`config.mk`:
```
export PLATFORM = sky130hd
export DESIGN_NAME = field_size_limiter
export DESIGN_NICKNAME = d
export VERILOG_FILES = /design/src/rtl/fsl_pkg.sv /design/src/rtl/fsl_limit_ctrl.sv /design/src/rtl/fsl_sample_path.sv /design/src/rtl/field_size_limiter.sv
export SDC_FILE = /design/constraint.sdc
export NUM_CORES = 1
export LEC_CHECK = 0
export BUFFER_PORTS_ARGS = -buffer_cell sky130_fd_sc_hd__buf_2
export CAP_MARGIN = 40
export CORE_UTILIZATION = 35
export CTS_CLUSTER_DIAMETER = 200
export CTS_CLUSTER_SIZE = 30
export DETAILED_ROUTE_END_ITERATION = 8
export GPL_ROUTABILITY_DRIVEN = 0
export RECOVER_POWER = 25
export SYNTH_ARGS = -nofsm -noshare
export SYNTH_HDL_FRONTEND = slang
export SYNTH_SLANG_ARGS = --single-unit
```
`constraint.sdc`:
```
create_clock -name clk -period 4.1 [get_ports clk]
set_input_delay 0.615 -clock clk [delete_from_list [all_inputs] [get_ports clk]]
set_output_delay 0.615 -clock clk [all_outputs]
set_load 0.1 [all_outputs]
```
`src/rtl/fsl_pkg.sv`:
```
package fsl_pkg;
  typedef struct packed {
    logic take;
    logic zeroSample;
  } gateCtl_t;
endpackage

```
`src/rtl/fsl_limit_ctrl.sv`:
```
module fsl_limit_ctrl
  import fsl_pkg::*;
#(
  parameter int MAX_W      = 16,
  parameter int STEP_BITS  = 4,
  parameter int MODE_W     = 8,
  parameter int ENABLE_BIT = 4
) (
  input  logic              clk,
  input  logic              rstN,
  input  logic              fieldStart,
  input  logic              wordStrobe,
  input  logic              sampleValid,
  input  logic [MODE_W-1:0] modeReg,
  input  logic [MAX_W-1:0]  maxCount,
  output gateCtl_t          gateCtl,
  output logic              limitHit
);
  localparam int CNT_W = MAX_W + STEP_BITS;
  localparam logic [CNT_W-1:0] CNT_TOP = {CNT_W{1'b1}};

  logic [CNT_W-1:0] wordCount;
  logic [CNT_W-1:0] nextCount;
  logic [CNT_W-1:0] limitWords;
  logic             limitEn;

  assign limitWords = {maxCount, {STEP_BITS{1'b0}}};
  assign limitEn    = modeReg[ENABLE_BIT];

  always_comb begin
    nextCount = wordCount;
    if (fieldStart) begin
      nextCount = wordStrobe ? CNT_W'(1) : '0;
    end else if (wordStrobe && (wordCount != CNT_TOP)) begin
      nextCount = wordCount + 1'b1;
    end
  end

  always_ff @(posedge clk) begin
    if (!rstN) begin
      wordCount <= '0;
      limitHit  <= 1'b0;
    end else begin
      wordCount <= nextCount;
      limitHit  <= limitEn && (nextCount >= limitWords);
    end
  end

  assign gateCtl.take       = sampleValid;
  assign gateCtl.zeroSample = limitHit && !fieldStart;

  // field start leaves at most one word counted
  a_r6_clear: assert property (@(posedge clk) disable iff (!rstN)
    fieldStart |=> (wordCount <= CNT_W'(1)));

  // disabled limiting drops the flag
  a_r4_disabled: assert property (@(posedge clk) disable iff (!rstN)
    !limitEn |=> !limitHit);

  // flag sticky within a field
  a_r7_sticky: assert property (@(posedge clk) disable iff (!rstN)
    (limitHit && limitEn && !fieldStart && $stable(maxCount)) |=> limitHit);

  // counter saturates
  a_r10_nowrap: assert property (@(posedge clk) disable iff (!rstN)
    (wordCount == CNT_TOP && !fieldStart) |=> (wordCount == CNT_TOP));
endmodule

```
`src/rtl/fsl_sample_path.sv`:
```
module fsl_sample_path
  import fsl_pkg::*;
#(
  parameter int SAMPLE_W = 12
) (
  input  logic                clk,
  input  logic                rstN,
  input  gateCtl_t            gateCtl,
  input  logic [SAMPLE_W-1:0] sampleIn,
  output logic [SAMPLE_W-1:0] sampleOut,
  output logic                sampleOutValid
);
  always_ff @(posedge clk) begin
    if (!rstN) begin
      sampleOut      <= '0;
      sampleOutValid <= 1'b0;
    end else begin
      sampleOutValid <= gateCtl.take;
      if (gateCtl.take) begin
        sampleOut <= gateCtl.zeroSample ? '0 : sampleIn;
      end
    end
  end

  // gated samples leave as zero
  a_r5_zero: assert property (@(posedge clk) disable iff (!rstN)
    (gateCtl.take && gateCtl.zeroSample) |=> (sampleOut == '0));

  // ungated samples pass unchanged
  a_r8_pass: assert property (@(posedge clk) disable iff (!rstN)
    (gateCtl.take && !gateCtl.zeroSample) |=> (sampleOut == $past(sampleIn)));

  // output holds without a sample
  a_r8_hold: assert property (@(posedge clk) disable iff (!rstN)
    !gateCtl.take |=> ($stable(sampleOut) && !sampleOutValid));
endmodule

```
`src/rtl/field_size_limiter.sv`:
```
module field_size_limiter
  import fsl_pkg::*;
#(
  parameter int SAMPLE_W = 12,
  parameter int MAX_W    = 16,
  parameter int MODE_W   = 8
) (
  input  logic                clk,
  input  logic                rstN,
  input  logic                fieldStart,
  input  logic                wordStrobe,
  input  logic                sampleValid,
  input  logic [SAMPLE_W-1:0] sampleIn,
  input  logic [MODE_W-1:0]   modeReg,
  input  logic [MAX_W-1:0]    maxCount,
  output logic [SAMPLE_W-1:0] sampleOut,
  output logic                sampleOutValid,
  output logic                limitHit
);
  gateCtl_t gateCtl;

  fsl_limit_ctrl #(
    .MAX_W(MAX_W), .STEP_BITS(4), .MODE_W(MODE_W), .ENABLE_BIT(4)
  ) u_ctrl (
    .clk(clk), .rstN(rstN), .fieldStart(fieldStart), .wordStrobe(wordStrobe),
    .sampleValid(sampleValid), .modeReg(modeReg), .maxCount(maxCount),
    .gateCtl(gateCtl), .limitHit(limitHit)
  );

  fsl_sample_path #(.SAMPLE_W(SAMPLE_W)) u_path (
    .clk(clk), .rstN(rstN), .gateCtl(gateCtl), .sampleIn(sampleIn),
    .sampleOut(sampleOut), .sampleOutValid(sampleOutValid)
  );
endmodule

```
### Word level (Yosys, flattened, before mapping)

Index checks and enable logic that the tools add are counted.
W data, S select, Z words.

* $lt $le $gt $ge: 1
* reduce and logical (&&, ||, !) cells: 4
* add/sub/neg operators: 1
* muxes and demuxes: 4
* eq/ne operators: 1

Operators with widths (number)
* $mux W20: 2
* $add A20 B1 Y20 const B: 1
* $ge A20 B20 Y1: 1
* $ne A20 B20 Y1 const B: 1
* $mux W12: 1
* $logic_and A1 B1 Y1: 3
* $logic_not A1 Y1: 1
* $mux W1: 1

* word-level logic and storage cells: 15
* bits of input ports: 41
* register bits after elaboration: 34
* output and inout port bits: 14

### Longest topological paths before layout

* word-level depth: 6
* mapped depth: 13
* depth with buffers taken out: 12

### Hierarchy

From an unflattened synthesis, not the netlist that was laid out.

* cells, all modules: 265
* area total of the unflattened synthesis: 2188.3 µm²

Modules (own cells, without submodules)
* fsl_limit_ctrl: area an instance 1666.6 µm², sequential area each 420.4 µm², times used 1, cells an instance 209
* fsl_sample_path: area an instance 521.8 µm², sequential area each 260.2 µm², times used 1, cells an instance 56

### Worst setup path before layout

No wires, ideal clock.

* path type: input to register
* start point: in wordStrobe
* end point: reg u_ctrl.limitHit
* arrival: 2769 ps
* stages: 12
* slack: 1202 ps
* data required time: 3971 ps
* cells stage by stage: buf_2 -> and4_1 -> nand3_1 -> a211oi_1 -> xnor2_1 -> nor2_1 -> ha_1 -> a21oi_1 -> o21ai_0 -> a221o_1 -> a211oi_1 -> o32ai_1

* longest elaborated chain between the ends: 5
* elaborated cells on any way between the ends: 6
* those cells by class: order compare (1); mux (3); reduce/logical (2)

Ends and longest elaborated chain
* start: declaration: line field_size_limiter.sv:11 `input logic wordStrobe,`
* $logic_and A1 B1 Y1: line fsl_limit_ctrl.sv:34 `end else if (wordStrobe && (wordCount != CNT_TOP)) begin`
* $mux W20: line fsl_limit_ctrl.sv:34
* $mux W20: line fsl_limit_ctrl.sv:32 `if (fieldStart) begin`
* via u_ctrl.nextCount[11]: line fsl_limit_ctrl.sv:23 `logic [CNT_W-1:0] nextCount;`
* $ge A20 B20 Y1: line fsl_limit_ctrl.sv:45 `limitHit <= limitEn && (nextCount >= limitWords);`
* $logic_and A1 B1 Y1: line fsl_limit_ctrl.sv:45
* end signal: assignment: line fsl_limit_ctrl.sv:45
* end: declaration: line fsl_limit_ctrl.sv:17 `output logic limitHit`

The timed path passes the listed nets, and every way through them passes these cells.
A chain may end at the register's enable or synchronous reset.

### Worst setup path in the final report

* start point: reg u_ctrl.wordCount[0]
* end point: reg u_ctrl.limitHit

* longest elaborated chain between the ends: 6
* elaborated cells on any way between the ends: 7
* those cells by class: add/sub (1); order compare (1); eq/ne (1); mux (2); reduce/logical (2)

Ends and longest elaborated chain
* start: declaration: line fsl_limit_ctrl.sv:22 `logic [CNT_W-1:0] wordCount;`
* start signal: assignment: line fsl_limit_ctrl.sv:44 `wordCount <= nextCount;`
* parallel branches: the longest is 2 deep, another holds $add A20 B1 Y20
* $mux W20 *: line fsl_limit_ctrl.sv:34
* $mux W20 *: line fsl_limit_ctrl.sv:32
* via u_ctrl.nextCount[18]: line fsl_limit_ctrl.sv:23
* $ge A20 B20 Y1 *: line fsl_limit_ctrl.sv:45
* $logic_and A1 B1 Y1 *: line fsl_limit_ctrl.sv:45

Mark *: on every way through the listed nets, which the timed path passes.

==> run metrics <==
chip width=79.7 um; reg-to-reg critical path startpoint=u_ctrl.wordCount[0]; setup_tns=0 ps; distinct cell type count of the synthesized netlist=44; setup repair after global routing missed its margin=no; vias per cell=5.02; number of antenna violations at the first check in global routing=0; number of register bits inferred by synthesis=34; vertical extent of the die=79.7 um; maximum vdd ir drop=166 uV; Placed Area=0.00240 mm2; count of buffering cells on the critical path with inverters included=0; post-synthesis share of cell area spent on full adders, half adders and majority gates=10.1%; routed wl met2=2.18 mm; Antenna Violating Nets Remaining=0; initial core utilization=37.2%; diodes inserted=0; highest-delay cell along the critical path=or3_1; highest routed layer=met4; clock slew at the register clock pins of the worst setup and hold paths=80 ps; Filler Cell Count=605; final cell utilization of the core=44.6%; number of sinks driven by the clock tree=34; synthesized instance count=261; placeable core region=0.00568 mm2; ordered cell list for the critical path=ha_1, nand3_2, or3_1, nor3_1, mux2i_1, nor2_1, ha_1, nand4_1, nor4_1, nand2_1, o32ai_1; Yosys Warn Count=0; share of synthesized cell area in and, or, nand and nor gates=29.5%; CTS tree=yes; area enclosed by the die boundary=0.00635 mm2; post-route met1 wirelength=2.26 mm; final number of setup-violating endpoints=0; Max-Cap Viols=0; dominant delay contributor by cell family on the critical path=simple AND/OR/NAND/NOR gates; met3 WL=115 um; Tightest Pin Transition=686 ps; leakage power figure=1.05 nW; average size of a mapped cell=8.09 um2; Slew headroom=54.2%; reg-to-reg critical path endpoint=u_ctrl.limitHit; sequential share of the synthesized area=32.2%; post-route DRC violation count=0; total number of placement rows=27; number of port buffers=47; proportion of synthesized flip-flops having asynchronous set or reset=0%; number of hold violations in the final report=0; maximum achievable frequency=298 MHz; CP required=4290 ps; htree depth=2; highest fanout seen on the critical path=7; cell area after synthesis=0.00211 mm2; WS Path Type=reg -> reg; layout cell share with drive strength beyond 1=22.1%; total via count in the routed design=1,906; critical path data arrival time=3540 ps; drt first pass iters=4; Worst Reg2Reg Path Length in Cells=11; startpoint class of the critical path=flip-flop; multiplexer fraction of the synthesized cell area=0.948%; clk_lat worst skew=290 ps; area added between synthesis and finish=20.0%; post-layout minimum cycle time=3350 ps; Worst Setup End Kind=flip-flop; wire length per cell after detailed routing=12.1 um; Final Skew=5.51 ps; Net count, final=365; worst path setup slack after routing=746 ps; Syn Nets=319; final instance area=0.00253 mm2; complex-gate fraction of the synthesized area=15.4%; HPWL Detailed=3.51 mm; classification of the worst-slack hold path=reg -> reg; clock tree buffer depth=2; final global-route overflow total=0; Post-CTS Repair Setup Buffers=0; # resized after CTS=0; number of global-route vias before repair=1,800; most numerous cell on the critical path=ha_1; worst-case register-to-register setup slack=750 ps; worst hold stages=2; Worst Hold Launch=u_ctrl.wordCount[7]; IO Count=55; worst hold endpoint=u_ctrl.wordCount[7]; global-route total usage across every layer=15.8%; aggregate routed wire length=4.59 mm; total CTS buffers=5; total of hold buffers inserted after clock tree synthesis=0; root buffer cell=clkbuf_8; dominant combinational cell family by area after synthesis=simple AND/OR/NAND/NOR gates; PD cells=330 mW/mm2; worst slack at placement=612 ps; total power after layout=0.835 mW; number of DRC markers in iteration 0=49; number of enable flip-flop cells after synthesis=0; ratio of final minimum period to clock period=81.8%; most used flip-flop cell after synthesis=dfxtp_1; outcome=finished, final reports clean; Final Max Tran Viols=0; largest net degree at the start of global routing=22; wire length of the first global-routing pass=7.85 mm; xor/xnor share of the synthesized area=5.81%; delay of the slowest cell on the worst path=500 ps
==> power breakdown <==
part           leakage, nW  internal [mW]  switching [mW]
registers            0.277          0.338         0.00416
logic                0.700         0.0329          0.0850
clock network       0.0683          0.244           0.131
total                 1.05          0.615           0.220
==> layout make-up <==
cell class | count | area (um2) | area share (%)
clock inverters | 3 | 68.8 | 2.72
inverters | 22 | 82.6 | 3.26
repair buffers | 48 | 238 | 9.39
flip-flops and latches | 34 | 681 | 26.9
clock buffers | 5 | 68.8 | 2.72
well taps | 72 | 90.1 | 3.56
multi-input cells | 196 | 1300 | 51.5
==> stage by stage <==
step / instances / hold slack (ps)
after global placement: 372 / 512
final: 380 / 541
after CTS: 380 / 538
after global routing: 380 / 567
after detailed placement: 372 / 527
after floorplan: 261 / 495
==> worst max-delay path by stage <==
stage | slack [ps] | depth (start not counted) | end | startpoint
floorplan | 1200 | 12 | u_ctrl.limitHit | wordStrobe
global placement | 610 | 11 | u_ctrl.limitHit | wordStrobe
detailed placement | 610 | 11 | u_ctrl.limitHit | wordStrobe
CTS | 700 | 11 | u_ctrl.limitHit | u_ctrl.wordCount[0]
global route | 460 | 11 | u_ctrl.limitHit | u_ctrl.wordCount[0]
finish | 750 | 11 | u_ctrl.limitHit | u_ctrl.wordCount[0]
==> Yosys cell counts, types with 4 or more instances <==
cell type	count	area share [%]
clkbuf_1	6	1.1
inv_1	22	3.9
nor2b_1	24	7.1
xnor2_1	13	5.4
nor2_1	38	6.8
a211oi_1	6	2.1
nand4_1	8	2.4
nand2_1	14	2.5
nor3_1	5	1.2
a21oi_1	22	5.2
ha_1	17	10
dfxtp_1	34	32
nand3_1	7	1.7
o21ai_0	4	0.95
==> cell families (layout without fill, tap and decap cells) <==
group,Yosys count,count (layout)
AOI/OAI and AO/OA,49,49
DFF,34,34
adders and majority gates,17,17
and+or+nand+nor,114,114
muxes,2,2
buffers and inverters,31,78
xor gates and xnor gates,14,14
==> worst register-to-register path: stages (launching register included) <==
cell and delay (ps):
dfxtp_1 450, ha_1 280, nand3_2 140, or3_1 500, nor3_1 220, mux2i_1 280, nor2_1 70, ha_1 300
nand4_1 140, nor4_1 490, nand2_1 90, o32ai_1 300
==> placed cells by master (no fill, tap or decap), drive strengths merged, types with 2 or more instances in the layout <==
master / synthesis / routed
nand2: 14 / 14
mux2i: 2 / 2
a311oi: 2 / 2
a21boi: 2 / 2
o21ai: 4 / 4
inv: 22 / 22
ha: 17 / 17
nor2: 39 / 39
xnor2: 13 / 13
bufinv: 0 / 2
and4: 2 / 2
nor4: 4 / 4
a21oi: 22 / 22
nand3: 8 / 8
nor4b: 2 / 2
or2: 4 / 4
a21o: 3 / 3
o31ai: 2 / 2
dfxtp: 34 / 34
a211oi: 6 / 6
clkbuf: 6 / 7
nand4: 9 / 9
nor2b: 24 / 24
buf: 3 / 46
nor3: 6 / 6
==> sequential cells by signal, summed over array words and instances (netlist names) <==
signal,cells
u_ctrl.wordCount,20
u_path.sampleOutValid,1
u_ctrl.limitHit,1
u_path.sampleOut,12
==> per-layer routing <==
layer	GRT usage (%)	up-vias
li1	-	995
met1	20.1	883
met2	26.6	24
met3	3.54	4
met4	4.36	0
met5	0	-
Power figures use the tool's default switching activity.
